--- config.mk ---
export PLATFORM = sky130hd
export DESIGN_NAME = hws_sched
export DESIGN_NICKNAME = d
export VERILOG_FILES = /design/src/rtl/hws_pkg.sv /design/src/rtl/hws_ctrl.sv /design/src/rtl/hws_stage.sv /design/src/rtl/hws_datapath.sv /design/src/rtl/hws_sched.sv
export SDC_FILE = /design/constraint.sdc
export NUM_CORES = 1
export LEC_CHECK = 0
export BUFFER_PORTS_ARGS = -buffer_cell sky130_fd_sc_hd__buf_2
export CAP_MARGIN = 5
export CORE_ASPECT_RATIO = 0.5
export CORE_MARGIN = 2
export CORE_UTILIZATION = 60
export CTS_BUF_LIST = sky130_fd_sc_hd__clkbuf_16
export DETAILED_ROUTE_END_ITERATION = 8
export PLACE_DENSITY = 0.76
export SETUP_SLACK_MARGIN = 0.2
export SLEW_MARGIN = 5
export SYNTH_ARGS = -nofsm -noshare
export SYNTH_HDL_FRONTEND = slang
export SYNTH_HIERARCHICAL = 1
export SYNTH_SLANG_ARGS = --single-unit
--- constraint.sdc ---
create_clock -name clk -period 29.8 [get_ports clk]
set_input_delay 2.98 -clock clk [delete_from_list [all_inputs] [get_ports clk]]
set_output_delay 2.98 -clock clk [all_outputs]
set_load 0.05 [all_outputs]
--- src/rtl/hws_pkg.sv ---
package hws_pkg;

  // Where a request stands on its walk down the stages.
  typedef enum logic [2:0] {
    MD_NEW,     // not yet compared with slot 0
    MD_SEARCH,  // every slot so far is below the start time
    MD_SHIFT,   // channel picked, later entries move up one slot
    MD_DONE,    // updated entry written back
    MD_MISS     // nothing below the start time
  } mode_e;

  // Strobes from control to datapath.
  typedef struct packed {
    logic load;
  } ctrl_s;

endpackage

--- src/rtl/hws_ctrl.sv ---
module hws_ctrl
  import hws_pkg::*;
(
  input  logic  clk,
  input  logic  rst,
  input  logic  reqValid,
  output logic  reqReady,
  output ctrl_s ctrl
);

  logic coolDown;

  assign reqReady  = !coolDown;
  assign ctrl.load = reqValid && reqReady;

  // One idle cycle after each accepted request keeps requests two stages apart.
  always_ff @(posedge clk) begin
    if (rst) coolDown <= 1'b0;
    else     coolDown <= ctrl.load;
  end

endmodule

--- src/rtl/hws_stage.sv ---
module hws_stage
  import hws_pkg::*;
#(
  parameter int TW = 16,
  parameter int CW = 3
) (
  input  logic          inValid,
  input  mode_e         inMode,
  input  logic [TW-1:0] inStart,
  input  logic [TW-1:0] inEnd,
  input  logic [TW-1:0] inPrevH,
  input  logic [CW-1:0] inPrevC,
  input  logic [CW-1:0] inChan,
  input  logic [TW-1:0] curH,
  input  logic [CW-1:0] curC,
  input  logic          curInf,
  output logic          outValid,
  output mode_e         outMode,
  output logic [TW-1:0] outStart,
  output logic [TW-1:0] outEnd,
  output logic [TW-1:0] outPrevH,
  output logic [CW-1:0] outPrevC,
  output logic [CW-1:0] outChan,
  output logic          wrEn,
  output logic [TW-1:0] wrH,
  output logic [CW-1:0] wrC
);

  logic curBelow;  // slot horizon strictly before the start time
  logic curAtEnd;  // slot horizon at or after the end time

  assign curBelow = !curInf && (curH < inStart);
  assign curAtEnd = curInf || (curH >= inEnd);

  always_comb begin
    outValid = inValid;
    outMode  = inMode;
    outStart = inStart;
    outEnd   = inEnd;
    outPrevH = inPrevH;
    outPrevC = inPrevC;
    outChan  = inChan;
    wrEn     = 1'b0;
    wrH      = curH;
    wrC      = curC;
    unique case (inMode)
      MD_NEW: begin
        outChan = '0;
        if (curBelow) begin
          outMode  = MD_SEARCH;
          outPrevH = curH;
          outPrevC = curC;
        end else begin
          outMode = MD_MISS;
        end
      end
      MD_SEARCH: begin
        if (curBelow) begin
          // previous candidate is superseded: it stays in its slot
          wrEn     = 1'b1;
          wrH      = inPrevH;
          wrC      = inPrevC;
          outPrevH = curH;
          outPrevC = curC;
        end else begin
          outChan = inPrevC;
          wrEn    = 1'b1;
          if (curAtEnd) begin
            wrH     = inEnd;
            wrC     = inPrevC;
            outMode = MD_DONE;
          end else begin
            outMode = MD_SHIFT;
          end
        end
      end
      MD_SHIFT: begin
        wrEn = 1'b1;
        if (curAtEnd) begin
          wrH     = inEnd;
          wrC     = inChan;
          outMode = MD_DONE;
        end
      end
      default: ;
    endcase
    wrEn = wrEn && inValid;
  end

endmodule

--- src/rtl/hws_datapath.sv ---
module hws_datapath
  import hws_pkg::*;
#(
  parameter  int CH = 8,
  parameter  int TW = 16,
  localparam int CW = (CH > 1) ? $clog2(CH) : 1,
  localparam int NS = CH + 1
) (
  input  logic          clk,
  input  logic          rst,
  input  ctrl_s         ctrl,
  input  logic [TW-1:0] reqStart,
  input  logic [TW-1:0] reqEnd,
  output logic          resValid,
  output logic [CW-1:0] resChannel,
  output logic          resMiss
);

  // Sorted status list.
  logic [TW-1:0] listH [CH];
  logic [CW-1:0] listC [CH];

  // Request registers in front of each stage.
  logic          pV     [NS];
  mode_e         pMode  [NS];
  logic [TW-1:0] pStart [NS];
  logic [TW-1:0] pEnd   [NS];
  logic [TW-1:0] pPrevH [NS];
  logic [CW-1:0] pPrevC [NS];
  logic [CW-1:0] pChan  [NS];

  // Stage outputs.
  logic          oV     [NS];
  mode_e         oMode  [NS];
  logic [TW-1:0] oStart [NS];
  logic [TW-1:0] oEnd   [NS];
  logic [TW-1:0] oPrevH [NS];
  logic [CW-1:0] oPrevC [NS];
  logic [CW-1:0] oChan  [NS];
  logic          wEn    [NS];
  logic [TW-1:0] wH     [NS];
  logic [CW-1:0] wC     [NS];

  logic [TW-1:0] curH   [NS];
  logic [CW-1:0] curC   [NS];
  logic          curInf [NS];

  for (genvar i = 0; i < NS; i++) begin : g_stage
    if (i < CH) begin : g_slot
      assign curH[i]   = listH[i];
      assign curC[i]   = listC[i];
      assign curInf[i] = 1'b0;
    end else begin : g_tail
      assign curH[i]   = '0;
      assign curC[i]   = '0;
      assign curInf[i] = 1'b1;
    end

    hws_stage #(.TW(TW), .CW(CW)) stage_i (
      .inValid (pV[i]),     .inMode  (pMode[i]),  .inStart (pStart[i]),
      .inEnd   (pEnd[i]),   .inPrevH (pPrevH[i]), .inPrevC (pPrevC[i]),
      .inChan  (pChan[i]),  .curH    (curH[i]),   .curC    (curC[i]),
      .curInf  (curInf[i]), .outValid(oV[i]),     .outMode (oMode[i]),
      .outStart(oStart[i]), .outEnd  (oEnd[i]),   .outPrevH(oPrevH[i]),
      .outPrevC(oPrevC[i]), .outChan (oChan[i]),  .wrEn    (wEn[i]),
      .wrH     (wH[i]),     .wrC     (wC[i])
    );
  end

  // Stage j+1 owns the write port of slot j, one slot behind its read.
  for (genvar j = 0; j < CH; j++) begin : g_list
    always_ff @(posedge clk) begin
      if (rst) begin
        listH[j] <= '0;
        listC[j] <= CW'(j);
      end else if (wEn[j+1]) begin
        listH[j] <= wH[j+1];
        listC[j] <= wC[j+1];
      end
    end
  end

  always_ff @(posedge clk) begin
    if (rst) begin
      for (int k = 0; k < NS; k++) pV[k] <= 1'b0;
      resValid   <= 1'b0;
      resMiss    <= 1'b0;
      resChannel <= '0;
    end else begin
      pV[0]     <= ctrl.load;
      pMode[0]  <= MD_NEW;
      pStart[0] <= reqStart;
      pEnd[0]   <= reqEnd;
      pPrevH[0] <= '0;
      pPrevC[0] <= '0;
      pChan[0]  <= '0;
      for (int k = 1; k < NS; k++) begin
        pV[k]     <= oV[k-1];
        pMode[k]  <= oMode[k-1];
        pStart[k] <= oStart[k-1];
        pEnd[k]   <= oEnd[k-1];
        pPrevH[k] <= oPrevH[k-1];
        pPrevC[k] <= oPrevC[k-1];
        pChan[k]  <= oChan[k-1];
      end
      resValid   <= oV[CH];
      resMiss    <= (oMode[CH] == MD_MISS);
      resChannel <= oChan[CH];
    end
  end

endmodule

--- src/rtl/hws_sched.sv ---
module hws_sched
  import hws_pkg::*;
#(
  parameter  int CH = 8,
  parameter  int TW = 16,
  localparam int CW = (CH > 1) ? $clog2(CH) : 1
) (
  input  logic          clk,
  input  logic          rst,
  input  logic          reqValid,
  output logic          reqReady,
  input  logic [TW-1:0] reqStart,
  input  logic [TW-1:0] reqEnd,
  output logic          resValid,
  output logic [CW-1:0] resChannel,
  output logic          resMiss
);

  ctrl_s ctrl;

  hws_ctrl ctrl_i (
    .clk     (clk),
    .rst     (rst),
    .reqValid(reqValid),
    .reqReady(reqReady),
    .ctrl    (ctrl)
  );

  hws_datapath #(.CH(CH), .TW(TW)) dp_i (
    .clk       (clk),
    .rst       (rst),
    .ctrl      (ctrl),
    .reqStart  (reqStart),
    .reqEnd    (reqEnd),
    .resValid  (resValid),
    .resChannel(resChannel),
    .resMiss   (resMiss)
  );

endmodule

==> results of run 1 <==
sequential cells by signal, summed over array words and instances (netlist names), 3 cells and up:
| signal | flops |
|---|---|
| dp_i/listC | 24 |
| dp_i/listH | 128 |
| dp_i/pChan | 24 |
| dp_i/pEnd | 144 |
| dp_i/pMode | 24 |
| dp_i/pPrevC | 24 |
| dp_i/pPrevH | 128 |
| dp_i/pStart | 144 |
| dp_i/pV | 9 |
| dp_i/resChannel | 3 |
worst register-to-register path: stages, from the launching register on:
cell and delay (ns):
sky130_fd_sc_hd__edfxtp_1 0.44, sky130_fd_sc_hd__inv_1 0.14, sky130_fd_sc_hd__ha_1 0.24, sky130_fd_sc_hd__nand2b_1 0.15
sky130_fd_sc_hd__a2111o_1 0.42, sky130_fd_sc_hd__a31oi_1 0.25, sky130_fd_sc_hd__and3_1 0.90, sky130_fd_sc_hd__a21oi_1 0.27
sky130_fd_sc_hd__o311a_1 0.35, sky130_fd_sc_hd__or3b_1 0.37
layer usage:
| layer | track usage [%] | routed length, um |
|---|---|---|
| met5 | 0 | 0 |
| met4 | 7.033 | 2418 |
| met2 | 38.25 | 37260 |
| met1 | 31.87 | 36690 |
| met3 | 2.737 | 3081 |
worst paths after layout:
kind	startpoint	end	depth (start not counted)
setup / recovery	rst	dp_i/pStart[0][10]$_DFFE_PN_	4
hold / removal	dp_i/pStart[0][93]$_DFFE_PN_	dp_i/pStart[0][109]$_DFFE_PN_	0
setup reg to reg	dp_i/listH[1][48]$_SDFFCE_PN0P_	dp_i/listC[1][7]$_SDFFCE_PN1P_	9
hold reg to reg	dp_i/pStart[0][93]$_DFFE_PN_	dp_i/pStart[0][109]$_DFFE_PN_	0
stage by stage:
stage	utilization [%]	worst slack [ns]	hold WS, ns	instance area, um^2
6_report	62.02	24.45	0.4489	40570
5_1_grt	62.02	24.17	0.4637	40570
4_1_cts	62.02	24.39	0.4485	40570
3_5_place_dp	59.35	23.72	0.4339	38810
3_3_place_gp	59.35	23.80	0.4271	38810
2_1_floorplan	-	16.39	0.4298	40370
area by class of cell:
| class | count | share of cell area [%] |
|---|---|---|
| Clock inverter | 49 | 0.6786 |
| Tap cell | 884 | 2.727 |
| Multi-Input combinational cell | 1950 | 40.18 |
| Timing Repair Buffer | 46 | 0.6416 |
| Clock buffer | 59 | 3.640 |
| Sequential cell | 655 | 48.12 |
| Inverter | 432 | 4.016 |
power groups by stage:
stage               clock network (uW)  registers [uW]  logic, uW
floorplan                            0            1130        235
global placement                     0            1140        234
detailed placement                   0            1140        245
CTS                                724            1120        246
global route                       761            1130        278
finish                             710            1120        249
==> metrics.md, run 1 <==
| Metric | Value |
|---|---|
| Final Routed Wirelength | 79450 um |
| Cells after DPL | 3967 |
| Leakage | 0.01746 uW |
| Setup CP Type | input port to flip-flop |
| Footprint of the flip-flops and latches | 0.01952 mm^2 |
| Layout cells sized above 1 | 12.00% |
| Most frequent standard cell in the layout excluding fill and tap cells | sky130_fd_sc_hd__edfxtp_1 |
| Mean area per synthesized cell | 12.08 um^2 |
| Classification of the worst-slack hold path | flip-flop to flip-flop |
| Number of buffers added for setup after CTS | 0 |
| 1st-pass router iterations | 7 |
| Via count of the routed design | 23653 |
| Number of levels the H-tree was split into | 2 |
| Overall die height | 186.4 um |
| Clock tree root driver cell | sky130_fd_sc_hd__clkbuf_16 |
| Cell chain of the critical path | buf_4 -> inv_8 -> buf_12 -> buf_4 |
| Number of port buffers | 40 |
| Launching element type of the critical path | input port |
| Synth-to-Final Area Change | 1.611% |
| Count of buffering cells on the critical path with inverters included | 4 |
| Final standard cell count with taps included and fillers excluded | 4075 |
| Most common cell type on the critical path | sky130_fd_sc_hd__buf_4 |
| Maximum fanout along the worst path | 182 |
| Family with the most delay on the worst path | buffers and inverters |
| Final weighted congestion in routability-driven placement | 0.9190 |
| Internal Dissipation | 1552 uW |
| Combinational power share | 12.0% |
| TritonCTS Sinks | 655 |
| Sum of overflow across all layers after global routing | 0 |
| Clock transition at path regs | 0.06 ns |
| Cts bufs inserted | 58 |
| Status | finished, violations left |
| Final setup vio count | 0 |
| Least-Margin Pin Slew | 1.788 ns |
| TritonCTS clock tree | yes |
| Antenna diode count | 0 |
| Critical path's slowest cell | sky130_fd_sc_hd__buf_4 |
| Max VDD drop | 57.37 uV |
| Most frequent cells in the layout | sky130_fd_sc_hd__edfxtp_1 (640), sky130_fd_sc_hd__inv_1 (443), sky130_fd_sc_hd__ha_1 (279) |
| Worst endpoint data arrival time | 5.59 ns |
| Failing checks | slew limit |
| Switching power summed over all nets | 531.1 uW |
| Starting Density | 61.04% |
| Synthesis warning total | 6 |
| CP Capture Type | flip-flop |
| CTS resizes | 0 |
| Post-Syn Instances | 3304 |
| Final period demand of the worst path | 5.348 ns |
| Floorplan core area | 0.06540 mm^2 |
| Area of the multi-input gates | 0.01630 mm^2 |
| First-pass GRT wire length | 128300 um |
| Buffers from clock root to sink, at most | 3 |
| Skew final | 0.01806 ns |
| Filler Cells Inserted | 4972 |
| Number of placement rows | 66 |
| Post-synthesis instance area | 0.03992 mm^2 |
| Flop2flop setup slack | 26.02 ns |
| # Max-Cap Violations | 0 |
| Total GRT Usage | 23.04% |
| Number of DRC violations after detailed routing | 0 |
| Detailed router's first-iteration violation count | 1776 |
| Die area | 0.06874 mm^2 |
| Post-CTS Hold Fix Bufs | 0 |
| Post-route ant nets | 0 |
| Portion of the clock cycle consumed by the worst path in the final layout | 17.94% |
| Vias in the first global route | 23813 |
| Max-slew headroom | -19.75% |
| Sequential fraction of design power | 54.0% |
| Total Negative Setup Slacks | 0 ns |
| Pin count of the biggest net entering global routing | 183 |
| Sum of internal, switching and leakage power | 2083 uW |
| Skew-Pair Late Insertion Delay | 0.62 ns |
| DPL Wire Length | 57530 um |
| Detailed-route vias per instance | 5.804 |
| Top-level port count | 41 |
| Post-layout net count | 3457 |
| Required time worst endpoint | 30.04 ns |
| RSZ-0062 raised after global routing | false |
| WL per Instance | 19.50 um |
| Clock share of power | 34.1% |
| FMAX | 187.0 MHz |
| Max incr delay on CP | 0.90 ns |
| Pwr/cell area | 51.36 mW/mm^2 |
| Net switching share of the total power | 25.49% |
| Chip Width | 368.8 um |
| Final count of pins violating max slew | 24 |
| Total count of hold-check failures in the final report | 0 |
| Number of antenna violations at the first check in global routing | 0 |
Note: power is estimated with default switching activity, not from simulation.
==> inputs of run 2 (changes only) <==
==> constraint.sdc (replaced) <==
create_clock -name clk -period 5 [get_ports clk]
set_input_delay 0.5 -clock clk [delete_from_list [all_inputs] [get_ports clk]]
set_output_delay 0.5 -clock clk [all_outputs]
set_load 0.05 [all_outputs]
==> run 2 against run 1 <==
Against the previous run: the flow still finishes with violations (slew limit); first-iteration DRC count increased by 0.39%; via count increased by 0.76%; critical path depth up 5; flip-flop and latch count did not move; total power increased to 6.2 times the previous value; non-clock buffer count rose by 39; global-route usage increased by 0.53 points; sequential share of layout area down 0.77 points; cell area grew 1.6%; routed wire length up 1.6%; hold slack worse by 0.42 ns; clock skew fell by 0.0014 ns; critical endpoint is now dp_i/listC[0][10]$_SDFFCE_PN1P_.
==> metrics.md, run 2 (synthesized netlist as in run 1, its figures left out) <==
| Metric | Value |
|---|---|
| Final setup vio count | 0 (unchanged) |
| Skew final | 0.01669 ns (was 0.01806 ns) |
| Pwr/cell area | 314.8 mW/mm^2 (was 51.36 mW/mm^2) |
| Instance count along the most critical hold path | 1 (was 0) |
| Skew-Pair Late Insertion Delay | 0.66 ns (was 0.62 ns) |
| Total count of hold-check failures in the final report | 0 (unchanged) |
| Overall die height | 186.4 um (unchanged) |
| Leakage | 0.01780 uW (was 0.01746 uW) |
| Detailed router's first-iteration violation count | 1783 (was 1776) |
| Top-level port count | 41 (unchanged) |
| Number of antenna violations at the first check in global routing | 0 (unchanged) |
| Clock tree root driver cell | sky130_fd_sc_hd__clkbuf_16 (unchanged) |
| Antenna diode count | 0 (unchanged) |
| # Max-Cap Violations | 0 (unchanged) |
| Max VDD drop | 282.3 uV (was 57.37 uV) |
| Portion of the clock cycle consumed by the worst path in the final layout | 72.64% |
| Chip Width | 368.8 um (unchanged) |
| Via count of the routed design | 23833 (was 23653) |
| Final period demand of the worst path | 3.632 ns |
| CP Capture Type | flip-flop (unchanged) |
| Clock share of power | 36.8% (was 34.1%) |
| Final count of pins violating max slew | 24 (unchanged) |
| Fin util | 63.03% (was 62.02%) |
| Post-layout net count | 3499 (was 3457) |
| Total GRT Usage | 23.56% (was 23.04%) |
| Die area | 0.06874 mm^2 (unchanged) |
| TritonCTS clock tree | yes (unchanged) |
| Number of levels the H-tree was split into | 2 (unchanged) |
| Most frequent cells in the layout | sky130_fd_sc_hd__edfxtp_1 (640), sky130_fd_sc_hd__inv_1 (451), sky130_fd_sc_hd__ha_1 (279) (was sky130_fd_sc_hd__edfxtp_1 (640), sky130_fd_sc_hd__inv_1 (443), sky130_fd_sc_hd__ha_1 (279)) |
| Sequential fraction of design power | 51.6% (was 54.0%) |
| Detailed-route vias per instance | 5.785 (was 5.804) |
| Floorplan core area | 0.06540 mm^2 (unchanged) |
| Final non-filler cell area | 0.04122 mm^2 (was 0.04057 mm^2) |
| Starting Density | 61.04% (unchanged) |
| WL per Instance | 19.60 um (was 19.50 um) |
| Launching element type of the critical path | flip-flop (was input port) |
| Smallest setup slack after layout | 1.368 ns (was 24.45 ns) |
| Net switching share of the total power | 24.75% (was 25.49%) |
| First-pass GRT wire length | 130800 um (was 128300 um) |
| Number of DRC violations after detailed routing | 0 (unchanged) |
| Switching power summed over all nets | 3212 uW (was 531.1 uW) |
| Failing checks | slew limit (unchanged) |
| RSZ-0062 raised after global routing | false (unchanged) |
| Layout cells sized above 1 | 12.27% (was 12.00%) |
| Vias in the first global route | 24039 (was 23813) |
| Largest registers | dp_i/pEnd x144, dp_i/pStart x144 (unchanged) |
| Final Routed Wirelength | 80740 um (was 79450 um) |
| Synth-to-Final Area Change | 3.256% (was 1.611%) |
| Worst setup slack after placement | 1.397 ns (was 23.72 ns) |
| TritonCTS Sinks | 655 (unchanged) |
| Post-route ant nets | 0 (unchanged) |
| Setup CP Type | flip-flop to flip-flop (was input port to flip-flop) |
| Clock transition at path regs | 0.06 ns (about the same) |
| Buffers from clock root to sink, at most | 3 (unchanged) |
| Most frequent standard cell in the layout excluding fill and tap cells | sky130_fd_sc_hd__edfxtp_1 (unchanged) |
| Combinational power share | 11.6% (was 12.0%) |
| Least-Margin Pin Slew | 1.831 ns (was 1.788 ns) |
| Number of port buffers | 40 (unchanged) |
| Depth of the most critical reg-to-reg path | 9 (unchanged) |
| FMAX | 275.3 MHz |
| Max-slew headroom | -22.59% (was -19.75%) |
| Sum of overflow across all layers after global routing | 0 (unchanged) |
| Internal Dissipation | 9764 uW (was 1552 uW) |
| 1st-pass router iterations | 7 (unchanged) |
| Maximum fanout along the worst path | 15 (was 182) |
| Number of placement rows | 66 (unchanged) |
| Pin count of the biggest net entering global routing | 92 (was 183) |
| Final weighted congestion in routability-driven placement | 0.8782 (was 0.9190) |
| Worst endpoint data arrival time | 4.02 ns (was 5.59 ns) |
| Status | finished, violations left (unchanged) |
| Classification of the worst-slack hold path | input port to flip-flop (was flip-flop to flip-flop) |
| Instance area after placement | 0.03888 mm^2 (was 0.03881 mm^2) |
| Required time worst endpoint | 5.39 ns (was 30.04 ns) |
| Cts bufs inserted | 61 (was 58) |
| DPL Wire Length | 57870 um (was 57530 um) |
[run 2: area by class of cell]
type | count | area (um^2)
clock inverter | 51 | 452.9
tap | 884 | 1106
timing repair buffer | 85 | 643.1
inverter | 432 | 1625
multi-input combinational | 1950 | 16300
sequential | 655 | 19520
clock buffer | 63 | 1577
fill | 4848 | 24180
[run 2: path summary, 6_finish.rpt]
kind                             startpoint                         endpoint  slack [ns]
max          dp_i/listH[1][0]$_SDFFCE_PN0P_  dp_i/listC[0][10]$_SDFFCE_PN1P_        1.37
min                              reqEnd[15]       dp_i/pEnd[0][15]$_DFFE_PN_        0.03
max reg2reg  dp_i/listH[1][0]$_SDFFCE_PN0P_  dp_i/listC[0][10]$_SDFFCE_PN1P_        1.37
min reg2reg    dp_i/pStart[0][27]$_DFFE_PN_     dp_i/pStart[0][43]$_DFFE_PN_        0.45
[run 2: timing repair]
action	in CTS	in global routing
buffers inserted	0	0
hold buffers	31	0
endpoints found under the hold margin	31	0
gates resized for setup	0	0
[run 2: per-stage QoR]
step | TNS (ns) | instances | hold slack (ns) | power, uW
after detailed placement | 0 | 3975 | 0.4337 | 8267
after CTS | 0 | 4120 | 0.002443 | 13040
final | 0 | 4120 | 0.03341 | 12980
after global placement | 0 | 3975 | 0.4330 | 8196
after floorplan | -1676.88 | 3423 | 0.4298 | 8120
after global routing | 0 | 4120 | 0.01442 | 13500
[run 2: layer usage]
| metal | share of wire, % | track usage (%) | wire length [um] |
|---|---|---|---|
| met5 | 0 | 0 | 0 |
| met4 | 3.4 | 8.932 | 2757 |
| met2 | 47 | 38.60 | 37710 |
| met1 | 46 | 32.48 | 37060 |
| met3 | 4.0 | 2.633 | 3221 |
[run 2: worst max-delay path, cell delays in order (launching register included)]
cell                       delay, ns
sky130_fd_sc_hd__edfxtp_1       0.42
sky130_fd_sc_hd__inv_1          0.13
sky130_fd_sc_hd__ha_1           0.24
sky130_fd_sc_hd__nand2b_4       0.13
sky130_fd_sc_hd__a2111o_1       0.40
sky130_fd_sc_hd__a31oi_1        0.28
sky130_fd_sc_hd__and3_1         0.83
sky130_fd_sc_hd__a21oi_1        0.25
sky130_fd_sc_hd__o311a_1        0.35
sky130_fd_sc_hd__or3b_1         0.34
[run 2: power groups by stage]
stage / Combinational [uW] / Sequential, uW / Clock (uW)
2_1_floorplan: 1400 / 6720 / 0
3_3_place_gp: 1410 / 6790 / 0
3_5_place_dp: 1470 / 6800 / 0
4_1_cts: 1490 / 6690 / 4860
5_1_grt: 1680 / 6730 / 5080
6_report: 1510 / 6690 / 4770
==> inputs of run 3 (changes only) <==
--- a/config.mk
+++ b/config.mk
@@ -9,10 +9,10 @@
 export CAP_MARGIN = 5
 export CORE_ASPECT_RATIO = 0.5
 export CORE_MARGIN = 2
-export CORE_UTILIZATION = 60
+export CORE_UTILIZATION = 59
 export CTS_BUF_LIST = sky130_fd_sc_hd__clkbuf_16
 export DETAILED_ROUTE_END_ITERATION = 8
-export PLACE_DENSITY = 0.76
+export PLACE_DENSITY = 0.78
 export SETUP_SLACK_MARGIN = 0.2
 export SLEW_MARGIN = 5
 export SYNTH_ARGS = -nofsm -noshare
==> constraint.sdc (replaced) <==
create_clock -name clk -period 3 [get_ports clk]
set_input_delay 0.3 -clock clk [delete_from_list [all_inputs] [get_ports clk]]
set_output_delay 0.3 -clock clk [all_outputs]
set_load 0.05 [all_outputs]
==> run 3 against run 2 <==
Against the previous run: the flow finishes with violations (DRC, slew limit); total power is 69% higher; setup slack worse by 1.2 ns; routed wire length is 12% higher; clock power is 59% higher; via count is 6.9% higher; cell area is 8.8% higher; largest power group unchanged.
==> metrics.md, run 3 (synthesized netlist as in run 1, its figures left out) <==
| Metric | Value |
|---|---|
| Total GRT Usage | 24.34% (was 23.56%) |
| Number of antenna violations at the first check in global routing | 0 (unchanged) |
| First-pass GRT wire length | 136200 um (was 130800 um) |
| Post-route ant nets | 0 (unchanged) |
| Max-slew headroom | -26.76% (was -22.59%) |
| Pwr/cell area | 489.4 mW/mm^2 (was 314.8 mW/mm^2) |
| Number of DRC violations after detailed routing | 1 (was 0) |
| Switching power summed over all nets | 5640 uW (was 3212 uW) |
| Clock tree root driver cell | sky130_fd_sc_hd__clkbuf_16 (unchanged) |
| TritonCTS clock tree | yes (unchanged) |
| Family with the most delay on the worst path | compound AO/OA/AOI/OAI gates (was simple AND/OR/NAND/NOR gates) |
| Final period demand of the worst path | 2.859 ns (was 3.632 ns) |
| Cts bufs inserted | 60 (was 61) |
| Starting Density | 59.60% (was 61.04%) |
| Flop2flop setup slack | 0.14 ns (was 1.37 ns) |
| Cell chain of the critical path | inv_2 -> ha_4 -> nand2b_4 -> a2111o_1 -> a31oi_2 -> and3_4 -> nor3_2 -> o311a_1 -> or3b_4 (was inv_1 -> ha_1 -> nand2b_4 -> a2111o_1 -> a31oi_1 -> and3_1 -> a21oi_1 -> o311a_1 -> or3b_1) |
| Overall die height | 187.9 um (was 186.4 um) |
| Final count of pins violating max slew | 24 (unchanged) |
| Worst endpoint data arrival time | 3.24 ns (was 4.02 ns) |
| Antenna diode count | 0 (unchanged) |
| Leakage | 0.01932 uW (was 0.01780 uW) |
| Maximum fanout along the worst path | 4 (was 15) |
| DPL Wire Length | 60440 um (was 57870 um) |
| Chip Width | 371.9 um (was 368.8 um) |
| RSZ-0062 raised after global routing | true (was false) |
| Least-Margin Pin Slew | 1.893 ns (was 1.831 ns) |
| # Max-Cap Violations | 0 (unchanged) |
| Instance count along the most critical hold path | 2 (was 1) |
| Number of levels the H-tree was split into | 2 (unchanged) |
| FMAX | 349.8 MHz (was 275.3 MHz) |
| Post-layout net count | 3759 (was 3499) |
| Sum of overflow across all layers after global routing | 0 (unchanged) |
| Die area | 0.06989 mm^2 (was 0.06874 mm^2) |
| Max VDD drop | 467.8 uV (was 282.3 uV) |
| Capture endpoint of the worst hold path | dp_i/pChan[0][14]$_DFFE_PN_ (was dp_i/pEnd[0][15]$_DFFE_PN_) |
| Detailed router's first-iteration violation count | 2288 (was 1783) |
| Skew-Pair Late Insertion Delay | 0.65 ns (was 0.66 ns) |
| Hold_ws | 0.2060 ns (was 0.03341 ns) |
| Number of port buffers | 40 (unchanged) |
| TritonCTS Sinks | 655 (unchanged) |
| Final Routed Wirelength | 90230 um (was 80740 um) |
| Status | finished, violations left (unchanged) |
| Classification of the worst-slack hold path | input port to flip-flop (unchanged) |
| Net switching share of the total power | 25.71% (was 24.75%) |
| Depth of the most critical reg-to-reg path | 9 (unchanged) |
| Floorplan core area | 0.06698 mm^2 (was 0.06540 mm^2) |
| Clock transition at path regs | 0.07 ns (was 0.06 ns) |
| Final weighted congestion in routability-driven placement | 0.8883 (was 0.8782) |
| Number of placement rows | 67 (was 66) |
| Final setup vio count | 0 (unchanged) |
| Failing checks | DRC, slew limit (was slew limit) |
| Portion of the clock cycle consumed by the worst path in the final layout | 95.29% (was 72.64%) |
| Clock share of power | 34.5% (was 36.8%) |
| Synth-to-Final Area Change | 12.30% (was 3.256%) |
| Pin count of the biggest net entering global routing | 176 (was 92) |
| Layout cells sized above 1 | 22.70% (was 12.27%) |
| Most frequent cells in the layout | sky130_fd_sc_hd__edfxtp_1 (640), sky130_fd_sc_hd__inv_1 (435), sky130_fd_sc_hd__ha_1 (250) (was sky130_fd_sc_hd__edfxtp_1 (640), sky130_fd_sc_hd__inv_1 (451), sky130_fd_sc_hd__ha_1 (279)) |
| Detailed-route vias per instance | 5.800 (was 5.785) |
| Startpoint of the worst-slack reg-to-reg timing path | dp_i/listH[0][48]$_SDFFCE_PN0P_ (was dp_i/listH[1][0]$_SDFFCE_PN0P_) |
| Via count of the routed design | 25469 (was 23833) |
| Buffers from clock root to sink, at most | 3 (unchanged) |
| 1st-pass router iterations | 9 (was 7) |
| Total count of hold-check failures in the final report | 0 (unchanged) |
| Filler Cells Inserted | 4483 (was 4848) |
| Internal Dissipation | 16300 uW (was 9764 uW) |
| Count of buffering cells on the critical path with inverters included | 1 (unchanged) |
| Reg2Reg Capture Point | dp_i/listC[0][7]$_SDFFCE_PN1P_ (was dp_i/listC[0][10]$_SDFFCE_PN1P_) |
| WL per Instance | 20.55 um (was 19.60 um) |
| Critical path's slowest cell | sky130_fd_sc_hd__edfxtp_1 (was sky130_fd_sc_hd__and3_1) |
| Combinational power share | 14.8% (was 11.6%) |
| Fin util | 66.93% (was 63.03%) |
| Required time worst endpoint | 3.38 ns (was 5.39 ns) |
| Vias in the first global route | 25368 (was 24039) |
| Max incr delay on CP | 0.43 ns (was 0.83 ns) |
| Skew final | 0.02433 ns (was 0.01669 ns) |
| Launching element type of the critical path | flip-flop (unchanged) |
| Largest registers | dp_i/pEnd x144, dp_i/pStart x144 (unchanged) |
| CP Capture Type | flip-flop (unchanged) |
| Sequential fraction of design power | 50.7% (was 51.6%) |
| Top-level port count | 41 (unchanged) |
| Setup CP Type | flip-flop to flip-flop (unchanged) |
| Most frequent standard cell in the layout excluding fill and tap cells | sky130_fd_sc_hd__edfxtp_1 (unchanged) |
| Worst hold path startpoint | rst (was reqEnd[15]) |
==> run 3: worst max path at each step <==
stage	slack, ns	startpoint	to	depth (start not counted)
3_5_place_dp	-0.09	dp_i/listH[1][48]$_SDFFCE_PN0P_	dp_i/listC[1][7]$_SDFFCE_PN1P_	9
5_1_grt	0.04	dp_i/listH[0][48]$_SDFFCE_PN0P_	dp_i/listC[0][7]$_SDFFCE_PN1P_	9
4_1_cts	0.19	dp_i/listH[1][48]$_SDFFCE_PN0P_	dp_i/listC[1][7]$_SDFFCE_PN1P_	9
6_report	0.14	dp_i/listH[0][48]$_SDFFCE_PN0P_	dp_i/listC[0][7]$_SDFFCE_PN1P_	9
3_3_place_gp	-0.08	dp_i/listH[1][48]$_SDFFCE_PN0P_	dp_i/listC[1][8]$_SDFFCE_PN1P_	9
2_1_floorplan	-5.24	rst	dp_i/pChan[0][0]$_DFFE_PN_	3
==> run 3: power groups by stage <==
stage,logic [uW],registers [uW],clock network [uW]
finish,3240,11100,7570
global route,3520,11200,8020
CTS,2840,11100,7680
detailed placement,2700,11300,0
global placement,2570,11300,0
floorplan,2340,11200,0
==> run 3: through the flow <==
step / total power [uW] / worst slack, ns / area (um^2) / TNS [ns] / instances
floorplan: 13530 / -5.236 / 40380 / -2555.28 / 3423
CTS: 21620 / 0.1899 / 43060 / 0 / 4324
detailed placement: 13990 / -0.09348 / 40310 / -1.220 / 4154
global route: 22720 / 0.04149 / 44830 / 0 / 4391
global placement: 13840 / -0.08419 / 40310 / -0.5409 / 4154
finish: 21940 / 0.1413 / 44830 / 0 / 4391
==> run 3: routing by layer <==
metal | track usage (%) | part of all wire [%]
met2 | 41.36 | 49
met4 | 8.964 | 4.2
met1 | 32.02 | 42
met3 | 3.126 | 4.6
met5 | 0 | 0
==> run 3: final cells by class <==
type	count	area (um^2)	share of cell area, %
clock inverters	50	365.4	0.8149
well taps	897	1122	2.503
inverters	432	1625	3.625
multi-input cells	1950	17580	39.20
flip-flops and latches	655	19520	43.54
repair buffers	346	3099	6.913
clock buffers	61	1526	3.405
==> run 3: timing repair <==
item,4_1_cts,5_1_grt
gates cloned,0,9
buffers inserted,26,58
hold buffers,33,0
pin swaps,27,91
hold endpoints to repair,34,0
setup endpoints to repair,239,212
resized for setup,59,172
